File: config.mk
export PLATFORM = sky130hd
export DESIGN_NAME = nrzi_unstuff_dec
export DESIGN_NICKNAME = d
export VERILOG_FILES = /design/src/rtl/nrzi_pkg.sv /design/src/rtl/nrzi_line_map.sv /design/src/rtl/nrzi_run_cnt.sv /design/src/rtl/nrzi_unstuff_dec.sv
export SDC_FILE = /design/constraint.sdc
export NUM_CORES = 1
export LEC_CHECK = 0
export BUFFER_PORTS_ARGS = -buffer_cell sky130_fd_sc_hd__buf_2
export CAP_MARGIN = 20
export CELL_PAD_IN_SITES_DETAIL_PLACEMENT = 0
export CELL_PAD_IN_SITES_GLOBAL_PLACEMENT = 2
export CORE_UTILIZATION = 32
export CTS_BUF_LIST = sky130_fd_sc_hd__clkbuf_2 sky130_fd_sc_hd__clkbuf_4 sky130_fd_sc_hd__clkbuf_8
export DETAILED_ROUTE_END_ITERATION = 12
export HOLD_SLACK_MARGIN = 0.05
export PLACE_DENSITY = 0.79
export SYNTH_ARGS = -nofsm -noshare
export SYNTH_HDL_FRONTEND = slang
export SYNTH_SLANG_ARGS = --single-unit
export TNS_END_PERCENT = 10
File: constraint.sdc
create_clock -name clk_i -period 1.85 [get_ports clk_i]
set_clock_uncertainty 0.05 [all_clocks]
set_input_delay 0.0925 -clock clk_i [delete_from_list [all_inputs] [get_ports clk_i]]
set_output_delay 0.0925 -clock clk_i [all_outputs]
set_load 0.05 [all_outputs]
File: src/rtl/nrzi_pkg.sv
package nrzi_pkg;
  typedef enum logic [1:0] {SYM_SE0, SYM_J, SYM_K, SYM_SE1} sym_e;
  typedef enum logic [1:0] {ST_IDLE, ST_DATA, ST_EOP, ST_HOLD} st_e;
endpackage

File: src/rtl/nrzi_line_map.sv
module nrzi_line_map
  import nrzi_pkg::*;
(
  input  logic dp_i,
  input  logic dm_i,
  input  logic low_speed_i,
  output sym_e sym_o
);
  always_comb begin
    unique case ({dp_i, dm_i})
      2'b00:   sym_o = SYM_SE0;
      2'b11:   sym_o = SYM_SE1;
      2'b10:   sym_o = low_speed_i ? SYM_K : SYM_J;
      default: sym_o = low_speed_i ? SYM_J : SYM_K;
    endcase
  end
endmodule

File: src/rtl/nrzi_run_cnt.sv
module nrzi_run_cnt #(
  parameter int RUN_LEN = 6
) (
  input  logic clk_i,
  input  logic rst_ni,
  input  logic clr_i,
  input  logic inc_i,
  output logic full_o
);
  localparam int CW = $clog2(RUN_LEN + 1);
  localparam logic [CW-1:0] FULL = CW'(RUN_LEN);

  logic [CW-1:0] cnt_q;

  always_ff @(posedge clk_i or negedge rst_ni) begin
    if (!rst_ni)     cnt_q <= '0;
    else if (clr_i)  cnt_q <= '0;
    else if (inc_i)  cnt_q <= cnt_q + 1'b1;
  end

  assign full_o = (cnt_q == FULL);


  no_overflow_chk: assert property (@(posedge clk_i) disable iff (!rst_ni)
    cnt_q <= FULL);

  clear_wins_chk: assert property (@(posedge clk_i) disable iff (!rst_ni)
    clr_i |=> cnt_q == '0);
endmodule

File: src/rtl/nrzi_unstuff_dec.sv
module nrzi_unstuff_dec
  import nrzi_pkg::*;
#(
  parameter int RUN_LEN = 6
) (
  input  logic clk_i,
  input  logic rst_ni,
  input  logic low_speed_i,
  input  logic sop_i,
  input  logic sym_valid_i,
  input  logic dp_i,
  input  logic dm_i,
  output logic bit_o,
  output logic bit_valid_o,
  output logic stuff_drop_o,
  output logic eop_o,
  output logic stuff_err_o,
  output logic se1_err_o,
  output logic busy_o
);
  sym_e sym;
  st_e  st_q, st_n;
  sym_e prev_q, prev_n;
  logic run_full, run_clr, run_inc;
  logic emit, same, stuff, serr, s1err, eop;

  nrzi_line_map u_map (
    .dp_i        (dp_i),
    .dm_i        (dm_i),
    .low_speed_i (low_speed_i),
    .sym_o       (sym)
  );

  nrzi_run_cnt #(.RUN_LEN(RUN_LEN)) u_run (
    .clk_i  (clk_i),
    .rst_ni (rst_ni),
    .clr_i  (run_clr),
    .inc_i  (run_inc),
    .full_o (run_full)
  );

  assign same = (sym == prev_q);

  always_comb begin
    st_n    = st_q;
    prev_n  = prev_q;
    emit    = 1'b0;
    stuff   = 1'b0;
    serr    = 1'b0;
    s1err   = 1'b0;
    eop     = 1'b0;
    run_clr = 1'b0;
    run_inc = 1'b0;
    unique case (st_q)
      ST_IDLE: if (sop_i) begin
        st_n    = ST_DATA;
        prev_n  = SYM_K;
        run_clr = 1'b1;
      end
      ST_DATA: if (sym_valid_i) begin
        unique case (sym)
          SYM_SE0: st_n = ST_EOP;
          SYM_SE1: begin
            s1err = 1'b1;
            st_n  = ST_HOLD;
          end
          default: begin
            prev_n = sym;
            if (run_full) begin
              run_clr = 1'b1;
              if (same) begin
                serr = 1'b1;
                st_n = ST_HOLD;
              end else begin
                stuff = 1'b1;
              end
            end else begin
              emit    = 1'b1;
              run_inc = same;
              run_clr = !same;
            end
          end
        endcase
      end
      ST_EOP: if (sym_valid_i) begin
        unique case (sym)
          SYM_J: begin
            eop     = 1'b1;
            st_n    = ST_IDLE;
            prev_n  = SYM_J;
            run_clr = 1'b1;
          end
          SYM_SE0: st_n = ST_EOP;
          SYM_SE1: begin
            s1err = 1'b1;
            st_n  = ST_HOLD;
          end
          default: st_n = ST_HOLD;
        endcase
      end
      default: if (sym_valid_i && sym == SYM_SE0) st_n = ST_EOP;
    endcase
  end

  always_ff @(posedge clk_i or negedge rst_ni) begin
    if (!rst_ni) begin
      st_q         <= ST_IDLE;
      prev_q       <= SYM_J;
      bit_o        <= 1'b0;
      bit_valid_o  <= 1'b0;
      stuff_drop_o <= 1'b0;
      eop_o        <= 1'b0;
      stuff_err_o  <= 1'b0;
      se1_err_o    <= 1'b0;
    end else begin
      st_q         <= st_n;
      prev_q       <= prev_n;
      bit_o        <= emit & same;
      bit_valid_o  <= emit;
      stuff_drop_o <= stuff;
      eop_o        <= eop;
      stuff_err_o  <= serr;
      se1_err_o    <= s1err;
    end
  end

  assign busy_o = (st_q != ST_IDLE);


  bit_needs_strobe_chk: assert property (@(posedge clk_i) disable iff (!rst_ni)
    bit_valid_o |-> $past(sym_valid_i));

  busy_from_sop_chk: assert property (@(posedge clk_i) disable iff (!rst_ni)
    $rose(busy_o) |-> $past(sop_i));

  eop_idles_chk: assert property (@(posedge clk_i) disable iff (!rst_ni)
    eop_o |-> !busy_o);

  se1_source_chk: assert property (@(posedge clk_i) disable iff (!rst_ni)
    se1_err_o |-> $past(dp_i && dm_i));

  err_after_run_chk: assert property (@(posedge clk_i) disable iff (!rst_ni)
    stuff_err_o |-> $past(run_full));

  pulses_exclusive_chk: assert property (@(posedge clk_i) disable iff (!rst_ni)
    $onehot0({bit_valid_o, stuff_drop_o, eop_o, stuff_err_o, se1_err_o}));
endmodule

==> metrics.md, run 1 <==
| Metric | Value |
|---|---|
| Synth Area in Adders | 0.147 |
| Worst slack, placed | -0.0877 ns |
| Crit path time final | around 1.9 ns |
| Reg2reg end | st_q[0] |
| Final core utilization | 0.465 |
| CP peak stage delay | 0.43 ns |
| First-pass GRT wire length | 3170 um |
| CP max stage cell | dfrtp_1 |
| Mean Syn Cell Area | 9.79 um2 |
| Unrepaired setup endpoints after global routing | yes |
| Via count | 747 |
| Max cap viols | 0 |
| Hold Path Origin | sym_valid_i |
| Synth Area in Compound Gates | 0.182 |
| Post-synthesis xor/xnor area fraction | 0.0103 |
| # rows | 18 |
| Routed wire per std cell | between 10 and 15 um |
| Final WS setup | -0.000291 ns |
| GRT Util Overall | 0.158 |
| Reg clk slew, reported paths | roughly 0.090 ns |
| Sw Share | 0.430 |
| Longest Clk Path Bufs | 2 |
| R2R setup slack | -0.0003 ns |
| CP endpoint kind | flip-flop |
| Top_reg_cell synth | dfrtp_1 |
| Post-synth cell types | 32 |
| Starting Density | 0.341 |
| Final setup fails | 1 |
| Combinational share of power | 0.612 |
| Die Span Y | ~54 um |
| Setup crit start kind | flip-flop |
| Largest family of logic cells by synthesized area | compound AO/OA/AOI/OAI gates |
| Worst setup path class | flip-flop to flip-flop |
| Cells along the critical path | inv_2 -> ha_1 -> nor2_2 -> a21oi_1 -> a311oi_2 -> o41ai_2 -> mux2_1 |
| Status | finished, violations left |
| Max rail drop VDD | ~0.85 mV |
| Syn Inst Count | 87 |
| # diodes | 0 |
| Final WL | 2050 um |
| Fin crit share | 1.00 |
| Max frequency | around 540 MHz |
| Type of the tightest min-delay check | input port to flip-flop |
| Post-synth EDFFs | 0 |
| Worst EP arrival | a little under 2 ns |
| Placed inst area | roughly 0.0011 mm2 |
| Register bit total from synthesis | 13 |
| Synthesized cell area | ~850 um2 |
| Register area share after synthesis | 0.383 |
| Drt pass-1 iters | 3 |
| Via/cell ratio | approximately 5 |
| Vias in the first global route | ~710 |
| CP Data Required Time | approximately 2.0 ns |
| Top cell type's share of synthesized area | 0.352 |
| Worst skew pair latency | between 0.2 and 0.3 ns |
| Share of cells above drive strength 1 | 0.397 |
| Hold depth | 2 |
| Clk pwr share | 0.124 |
| Simple-gate share of the synthesized area | 0.159 |
| Placed Instances | approximately 150 |
| Grt ovf | 0 |
| Synth area leader | dfrtp_1 |
| Total power | between 1.5 and 2 mW |
| Pleak | 0.589 nW |
| Area grow syn2layout | 36.6% |
| H-tree depth | 1 |
| Mux contribution to synthesized area | 0.0617 |
| Antenna violations before repair | 0 |
| Port bufs | 13 |
| Ys Warns | 0 |
| Power per Cell Area | around 1400 mW/mm2 |
| Final RePlAce weighted congestion | 0.794 |
| Critical path fanouts, max | 4 |
| DRT antenna net count | 0 |
| Die Area | roughly 0.0029 mm2 |
| Worst Reg-to-Reg Cells | 7 |
| Max-slew violations | 0 |
| CTS tree | done |
| Total Neg Setup Slack | -0.000291 ns |
| Final cell count without fillers | 151 |
| Slew @ Worst Pin | around 0.35 ns |
| I/O pin cnt | 14 |
| Starting DRT DRC Count | 19 |
| Worst reg2reg path startpoint | st_q[0] |
| Root Buffer | clkbuf_4 |
| Slew headroom | 0.762 |
| Final hold violations | 0 |
| Failing checks | negative setup slack |
| Switching power | slightly below 0.7 mW |
| Final instance area | between 0.001 and 0.0015 mm2 |
| # DRC | 0 |
| Async set-reset flop share out of synthesis | 1.00 |
| Post-layout nets | around 140 |
| Largest net degree at the start of global routing | 14 |
| Die width | around 54 um |
| Clock sinks | 13 |
| CTS Buf Count | 3 |
| Dpl hpwl | roughly 1500 um |
| Mapped Nets | 104 |
| Sequential Power Share | 0.264 |
| Area contributors post-synth | dfrtp_1 (35%), ha_1 (15%), inv_1 (5.7%) |
| Int Pwr | 0.908 mW |
| Core Area | between 0.002 and 0.0025 mm2 |
| Hold EP | se1_err_o |
| Final hold slack | roughly 0.085 ns |
==> kinds of logic (layout without fill, tap and decap cells) <==
| kind of cell | Yosys count | after routing |
|---|---|---|
| adder cells (fa/ha/maj) | 10 | 10 |
| AO/OA/AOI/OAI | 21 | 21 |
| flip-flops | 13 | 13 |
| XOR/XNOR | 1 | 1 |
| multiplexers | 5 | 5 |
| buffers and inverters | 13 | 47 |
| AND/OR/NAND/NOR | 24 | 24 |
==> cell type report <==
cell class                      count  area [um2]
Clock buffer                        4        30.0
Fill cell                         245        1340
Inverter                           13        52.6
Multi-Input combinational cell     61         520
Sequential cell                    13         328
Tap cell                           30        37.5
Timing Repair Buffer               30         195
==> layer usage <==
layer | part of all wire | wire (um) | global-route usage
met2 | 0.50 | 1020 | 0.263
met1 | 0.47 | 971 | 0.202
met5 | 0 | 0 | 0
met4 | 0.012 | 25 | 0.0789
met3 | 0.014 | 29 | 0.0169
==> synthesized netlist by cell type (2+ instances only) <==
cell and number:
a31oi_1 2, ha_1 10, inv_1 13, nor3_1 3, o211ai_1 2, nand3_1 3
mux2i_1 3, nor4bb_1 2, a21o_1 3, dfrtp_1 12, a21oi_1 5, nand2b_1 3
and3_1 2, nor2_1 6
==> flip-flops by register name, summed over array words and instances, names as in the netlist <==
name          cells
prev_q            2
se1_err_o         1
stuff_drop_o      1
eop_o             1
bit_valid_o       1
u_run.cnt_q       3
stuff_err_o       1
bit_o             1
st_q              2
==> placed cells by master, fill, tap and decap left out, types with 2 or more instances in the layout <==
cell type / n
and3_1: 2
nor4bb_1: 2
nand2b_1: 3
o211ai_1: 2
ha_1: 8
dfrtp_1: 11
inv_1: 10
a21oi_1: 5
clkbuf_4: 4
nand3_1: 3
nor3_1: 2
mux2i_1: 3
inv_2: 2
buf_2: 13
buf_4: 16
a21o_1: 3
nor2_1: 5
==> worst max path at each step <==
stage	start	depth (start not counted)	endpoint	slack [ns]
after floorplan	st_q[0]	6	st_q[0]	0.01
after global placement	low_speed_i	10	u_run.cnt_q[1]	-0.07
after detailed placement	low_speed_i	10	u_run.cnt_q[1]	-0.09
after CTS	st_q[0]	7	st_q[0]	0.03
after global routing	prev_q[1]	5	st_q[0]	-0.10
final	st_q[0]	7	st_q[0]	-0.0003
==> power by group through the flow <==
stage,registers (mW),logic [mW],clock network [mW]
final,0.420,0.974,0.197
after global routing,0.431,1.05,0.215
after global placement,0.417,0.880,0
after detailed placement,0.421,0.907,0
after CTS,0.418,0.937,0.202
after floorplan,0.441,0.558,0
==> timing repair <==
action | in CTS | in global routing
hold buffers | 1 | 0
endpoints found under the hold margin | 13 | 0
setup endpoints to repair | 1 | 6
pin swaps | 1 | 0
setup buffers | 1 | 0
resized for setup | 1 | 4
==> critical path, delay by kind of cell, from the launching register on <==
family | cells | cell delay [ns]
AND/OR/NAND/NOR | 1 | 0.14
multiplexers | 1 | 0.32
adder cells (fa/ha/maj) | 1 | 0.23
AO/OA/AOI/OAI | 3 | 0.52
flip-flops | 1 | 0.43
buffers and inverters | 1 | 0.05
No activity file was read; power rests on OpenSTA's default activity.
==> run 2, diff against run 1 <==
--- a/config.mk
+++ b/config.mk
@@ -9,12 +9,12 @@
 export CAP_MARGIN = 20
 export CELL_PAD_IN_SITES_DETAIL_PLACEMENT = 0
 export CELL_PAD_IN_SITES_GLOBAL_PLACEMENT = 2
-export CORE_UTILIZATION = 32
-export CTS_BUF_LIST = sky130_fd_sc_hd__clkbuf_2 sky130_fd_sc_hd__clkbuf_4 sky130_fd_sc_hd__clkbuf_8
+export CORE_UTILIZATION = 31
 export DETAILED_ROUTE_END_ITERATION = 12
 export HOLD_SLACK_MARGIN = 0.05
-export PLACE_DENSITY = 0.79
+export PLACE_DENSITY = 0.76
 export SYNTH_ARGS = -nofsm -noshare
 export SYNTH_HDL_FRONTEND = slang
+export SYNTH_HIERARCHICAL = 1
 export SYNTH_SLANG_ARGS = --single-unit
 export TNS_END_PERCENT = 10
==> metrics.md, run 2 <==
| Metric | Value |
|---|---|
| Final hold violations | 0 (unchanged) |
| Vias in the first global route | 648 (-9.2%) |
| Area grow syn2layout | 35.2% |
| Starting DRT DRC Count | 14 (-5) |
| Fin crit share | 0.981 (-0.0196) |
| Die Span Y | 54.4 um (+1.5%) |
| Routed wire per std cell | 12.1 um (-11%) |
| Final RePlAce weighted congestion | 0.866 (+9.1%) |
| Drt pass-1 iters | 4 (+1) |
| Largest family of logic cells by synthesized area | compound AO/OA/AOI/OAI gates |
| Max reg flops | 3 (unchanged) |
| Final setup fails | 0 (-1) |
| CP Buf/Inv Count | 1 (unchanged) |
| Area contributors post-synth | dfrtp_1 (35%), ha_1 (15%), a21oi_1 (4.7%) |
| # rows | 18 (unchanged) |
| Crit path time final | 1.81 ns (-0.0363 ns) |
| Longest Clk Path Bufs | 2 (unchanged) |
| CP endpoint kind | flip-flop |
| Async set-reset flop share out of synthesis | 1.00 (unchanged) |
| Share of cells above drive strength 1 | 0.414 (+0.0177) |
| Synth cell count leaders | dfrtp_1 (12), ha_1 (10), inv_1 (9) |
| Die width | 54.4 um (+1.5%) |
| Post-synth cell types | 30 (-6.3%) |
| Antenna violations before repair | 0 (unchanged) |
| DRT antenna net count | 0 (unchanged) |
| I/O pin cnt | 14 (unchanged) |
| Register area share after synthesis | 0.383 (unchanged) |
| Top cell type's share of synthesized area | 0.352 (unchanged) |
| Mux contribution to synthesized area | 0.0617 (unchanged) |
| Mean Syn Cell Area | 10.4 um2 (+6.1%) |
| # diodes | 0 (unchanged) |
| Via count | 682 (-8.7%) |
| Synthesized cell area | 852 um2 (unchanged) |
| Synth Area in Adders | 0.147 (unchanged) |
| Final WL | 1700 um (-17%) |
| Max rail drop VDD | 0.787 mV (-7.7%) |
| Max frequency | 551 MHz (+2.0%) |
| Mapped Nets | 99 (-4.8%) |
| Max cap viols | 0 (unchanged) |
| Core Area | 0.00254 mm2 (+1.8%) |
| H-tree depth | 1 (unchanged) |
| Ys Warns | 6 (+6) |
| Die Area | 0.00296 mm2 (+3.1%) |
| Worst path top cell family by delay | simple AND/OR/NAND/NOR gates |
| CP Data Required Time | 1.96 ns (about the same) |
| # DRC | 0 (unchanged) |
| Synth Area in Compound Gates | 0.175 (-0.00734) |
| First-pass GRT wire length | 2920 um (-8.1%) |
| Status | complete, no violations |
| Dpl hpwl | 1340 um (-13%) |
| Type of the tightest min-delay check | input port to flip-flop |
| Reg with most FFs | u_run/cnt_q |
| Worst slack, placed | -0.0273 ns (+0.0604 ns) |
| Top Registers | u_run/cnt_q x3, prev_q x2, st_q x2 |
| GRT Util Overall | 0.143 (-0.0155) |
| Post-layout nets | 129 (-7.2%) |
| Root Buffer | clkbuf_4 |
| Register bit total from synthesis | 13 (unchanged) |
| Max-slew violations | 0 (unchanged) |
| Critical path fanouts, max | 4 (unchanged) |
| Power per Cell Area | 1350 mW/mm2 (-0.96%) |
| CTS tree | done |
| Port bufs | 13 (unchanged) |
| Final WS setup | 0.0360 ns (+0.0363 ns) |
| Worst skew pair latency | 0.28 ns (about the same) |
| Commonest cells after routing, fill and taps aside | buf_2 (13), buf_4 (12), dfrtp_1 (11) |
| Top_reg_cell synth | dfrtp_1 |
| Slew headroom | 0.797 (+0.0343) |
| Pleak | 0.553 nW (-6.2%) |
| Most frequent cell after synthesis | dfrtp_1 |
| Via/cell ratio | 4.84 (-2.2%) |
| Worst setup path class | flip-flop to flip-flop |
| Post-synthesis xor/xnor area fraction | 0.0308 (+0.0206) |
| Worst EP arrival | 1.92 ns (-0.05 ns) |
| Reg clk slew, reported paths | 0.08 ns (about the same) |
| Synth area leader | dfrtp_1 |
| CP peak stage delay | 0.49 ns (+0.06 ns) |
| Cells along the critical path | inv_2 -> ha_4 -> or4_4 -> o221ai_4 -> a31oi_4 -> mux2_4 |
| Grt ovf | 0 (unchanged) |
| Commonest non-fill, non-tap cell in the layout | buf_2 |
| Simple-gate share of the synthesized area | 0.157 (-0.00147) |
| Syn Inst Count | 82 (-5.7%) |
| Starting Density | 0.335 (-0.00603) |
| Clock sinks | 13 (unchanged) |
| Post-synth EDFFs | 0 (unchanged) |
| CP max stage cell | or4_4 |
| CTS Buf Count | 3 (unchanged) |
| Setup crit start kind | flip-flop |
| Final hold slack | 0.0998 ns (+0.0147 ns) |
| Largest net degree at the start of global routing | 14 (unchanged) |
| Slew @ Worst Pin | 0.305 ns (-0.0477 ns) |
==> run 2: cell types whose count changed after synthesis, moves of 2 or more <==
cell,before,now
a31oi_1,2,0
a21o_1,3,0
mux2_4,0,2
mux2i_1,3,0
o211ai_1,2,0
nor4bb_1,2,0
inv_1,13,9
xnor2_1,1,3
a21oi_1,5,8
==> run 2: cells by family (layout without fill, tap and decap cells) <==
logic type	Yosys count	count (layout)
AND/OR/NAND/NOR	24	24
AO/OA/AOI/OAI	18	18
flip-flops	13	13
adder cells (fa/ha/maj)	10	10
buffers and inverters	10	39
multiplexers	4	4
XOR/XNOR	3	3
==> run 2: path summary, 6_finish.rpt <==
kind                                    end  cells after the start  slack (ns)         from
worst max-delay path                st_q[0]                      6        0.04      st_q[1]
worst min register to register    prev_q[1]                      2        0.49    prev_q[1]
worst min-delay path              prev_q[1]                      2         0.1  sym_valid_i
min in group asynchronous       bit_valid_o                      2        0.16       rst_ni
max in group asynchronous         prev_q[0]                      2        1.31       rst_ni
worst max register to register      st_q[0]                      6        0.04      st_q[1]
==> run 2: repair_timing <==
action / CTS / global route
hold endpoints to repair: 13 / 0
hold buffers: 1 / 0
setup buffers: 0 / 0
endpoints found under the setup margin: 1 / 5
gates resized for setup: 2 / 12
==> run 2: power breakdown <==
| part | internal (mW) | leakage [nW] | switching [mW] |
|---|---|---|---|
| Sequential | 0.350 | 0.168 | 0.0579 |
| Combinational | 0.484 | 0.370 | 0.493 |
| Clock | 0.0837 | 0.0150 | 0.0917 |
| Total | 0.918 | 0.553 | 0.643 |
==> run 2: layout make-up <==
cell class	instances	area (um2)
inverter	9	40.0
multi-input combinational	59	556
sequential	13	328
timing repair buffer	26	165
clock buffer	4	26.3
fill	265	1390
tap	30	37.5
==> run 2: stage by stage <==
step | setup TNS [ns] | area (um2) | cells | power (mW) | util
floorplan | 0 | 856 | 82 | 1.00 | -
global placement | 0 | 1040 | 136 | 1.23 | 0.410
detailed placement | -0.0273 | 1040 | 136 | 1.24 | 0.410
CTS | 0 | 1090 | 141 | 1.43 | 0.427
global route | -0.0228 | 1150 | 141 | 1.69 | 0.453
finish | 0 | 1150 | 141 | 1.56 | 0.453
==> run 2: layer usage <==
layer,global-route usage,wire length (um)
met5,0,0
met4,0.111,52
met2,0.211,788
met1,0.181,810
met3,0.0250,49
==> run 2: worst register-to-register path, cell delays in order (launching register included) <==
cell,delay (ns)
dfrtp_1,0.43
inv_2,0.09
ha_4,0.19
or4_4,0.49
o221ai_4,0.09
a31oi_4,0.06
mux2_4,0.30
==> run 3, diff against run 2 <==
--- a/config.mk
+++ b/config.mk
@@ -13,6 +13,7 @@
 export DETAILED_ROUTE_END_ITERATION = 12
 export HOLD_SLACK_MARGIN = 0.05
 export PLACE_DENSITY = 0.76
+export REMOVE_ABC_BUFFERS = 1
 export SYNTH_ARGS = -nofsm -noshare
 export SYNTH_HDL_FRONTEND = slang
 export SYNTH_HIERARCHICAL = 1
==> metrics.md, run 3 (synthesis gave the netlist of run 2 again) <==
| Metric | Value |
|---|---|
| Status | complete, no violations |
| Setup crit start kind | flip-flop |
| Reg with most FFs | u_run/cnt_q |
| Reg2reg end | st_q[0] |
| Critical path fanouts, max | 4 (unchanged) |
| Commonest non-fill, non-tap cell in the layout | buf_2 |
| Slew @ Worst Pin | 0.302 ns (-0.00284 ns) |
| Root Buffer | clkbuf_4 |
| Filler cells | 261 (-1.5%) |
| Final hold slack | 0.0871 ns (-0.0128 ns) |
| R2R setup slack | 0.04 ns (about the same) |
| Post-CTS Setup Bufs | 0 (unchanged) |
| Starting Density | 0.335 (unchanged) |
| Worst reg2reg path startpoint | st_q[0] |
| Type of the tightest min-delay check | input port to flip-flop |
| Area grow syn2layout | 33.8% |
| Largest net degree at the start of global routing | 14 (unchanged) |
| Post-layout nets | 127 (-1.6%) |
| Max cap viols | 0 (unchanged) |
| Final RePlAce weighted congestion | 0.805 (-7.1%) |
| Clock sinks | 13 (unchanged) |
| Port bufs | 13 (unchanged) |
| Fin crit share | 0.978 (-0.00224) |
| Max rail drop VDD | 0.793 mV (+0.84%) |
| Max reg flops | 3 (unchanged) |
| Top Registers | u_run/cnt_q x3, prev_q x2, st_q x2 |
| Worst Reg-to-Reg Cells | 6 (unchanged) |
| Power per Cell Area | 1350 mW/mm2 (-0.36%) |
| Worst EP arrival | 1.91 ns (about the same) |
| Vias in the first global route | 647 (-0.15%) |
| Crit path time final | 1.81 ns (-0.00415 ns) |
| GRT Util Overall | 0.138 (-0.00518) |
| Total power | 1.54 mW (-1.4%) |
| CP endpoint kind | flip-flop |
| Worst setup path endpoint | st_q[0] |
| Footprint of the multi-input gates | 558 um2 (+0.45%) |
| Routed wire per std cell | 12.2 um (+0.84%) |
| Starting DRT DRC Count | 10 (-4) |
| Drt pass-1 iters | 6 (+2) |
| Via/cell ratio | 4.81 (-0.64%) |
| Antenna violations before repair | 0 (unchanged) |
| H-tree depth | 1 (unchanged) |
| Final WL | 1690 um (-0.59%) |
| Max frequency | 553 MHz (+0.23%) |
| Final setup fails | 0 (unchanged) |
| CTS tree | done |
| Die width | 54.4 um (unchanged) |
| Final hold violations | 0 (unchanged) |
| Commonest cells after routing, fill and taps aside | buf_2 (13), dfrtp_1 (11), buf_4 (9) |
| # diodes | 0 (unchanged) |
| Core Area | 0.00254 mm2 (unchanged) |
| Crit path launch | st_q[0] |
| CP Data Required Time | 1.95 ns (about the same) |
| Via count | 668 (-2.1%) |
| Longest Clk Path Bufs | 2 (unchanged) |
| # rows | 18 (unchanged) |
| Dpl hpwl | 1340 um (+0.35%) |
| Unrepaired setup endpoints after global routing | yes |
| Reg clk slew, reported paths | 0.08 ns (about the same) |
| Worst setup path class | flip-flop to flip-flop |
| Worst slack, placed | -0.0313 ns (-0.00401 ns) |
| Slew headroom | 0.798 (+0.00189) |
| Grt ovf | 0 (unchanged) |
| Max-slew violations | 0 (unchanged) |
| Worst skew pair latency | 0.27 ns (about the same) |
| I/O pin cnt | 14 (unchanged) |
| Pleak | 0.544 nW (-1.5%) |
| FF/Latch Area | 328 um2 (unchanged) |
| First-pass GRT wire length | 2880 um (-1.2%) |
| Share of cells above drive strength 1 | 0.404 (-0.0107) |
| Final WS setup | 0.0402 ns (+0.00415 ns) |
| Die Area | 0.00296 mm2 (unchanged) |
| CTS Buf Count | 3 (unchanged) |
| DRT antenna net count | 0 (unchanged) |
| # DRC | 0 (unchanged) |
| Total Neg Setup Slack | 0 ns (unchanged) |
| Die Span Y | 54.4 um (unchanged) |
==> run 3: critical path: stages (launching register included) <==
cell and delay (ns):
dfrtp_2 0.43, inv_4 0.06, ha_4 0.18, or4_4 0.52, o221ai_4 0.09, a31oi_4 0.05
mux2_4 0.30
==> run 3: final cells by class <==
cell class              count  share of cell area
clock buffers               4              0.0231
repair buffers             24               0.135
well taps                  30              0.0329
flip-flops and latches     13               0.288
multi-input cells          59               0.490
inverters                   9              0.0318
==> run 3: what timing repair did <==
item	CTS	global route
endpoints found under the setup margin	1	3
hold endpoints to repair	13	0
pin swaps	0	1
gates resized for setup	2	14
hold buffers	1	0
==> run 3: routing by layer <==
metal | wire length, um | GRT usage
met3 | 51 | 0.0167
met4 | 34 | 0.0641
met5 | 0 | 0
met1 | 810 | 0.176
met2 | 793 | 0.228
==> run 3: worst min-delay path by stage <==
stage,startpoint,to,slack (ns),cells past startpoint
after floorplan,rst_ni,bit_o,-0.25,0
after global placement,rst_ni,u_run/cnt_q[1],-0.06,1
after detailed placement,rst_ni,u_run/cnt_q[0],-0.05,1
after CTS,sym_valid_i,prev_q[1],0.07,2
after global routing,sym_valid_i,prev_q[1],0.11,2
final,sym_valid_i,prev_q[1],0.09,2
==> run 3: metrics by stage <==
stage,utilization,instances,instance area (um2)
floorplan,-,81,847
global placement,0.403,134,1020
detailed placement,0.403,134,1020
CTS,0.420,139,1070
global route,0.448,139,1140
finish,0.448,139,1140
==> run 3: power breakdown <==
group	internal, mW	total, mW	switching (mW)
Sequential	0.350	0.408	0.0578
Combinational	0.475	0.959	0.485
Clock	0.0834	0.171	0.0880
Total	0.908	1.54	0.630
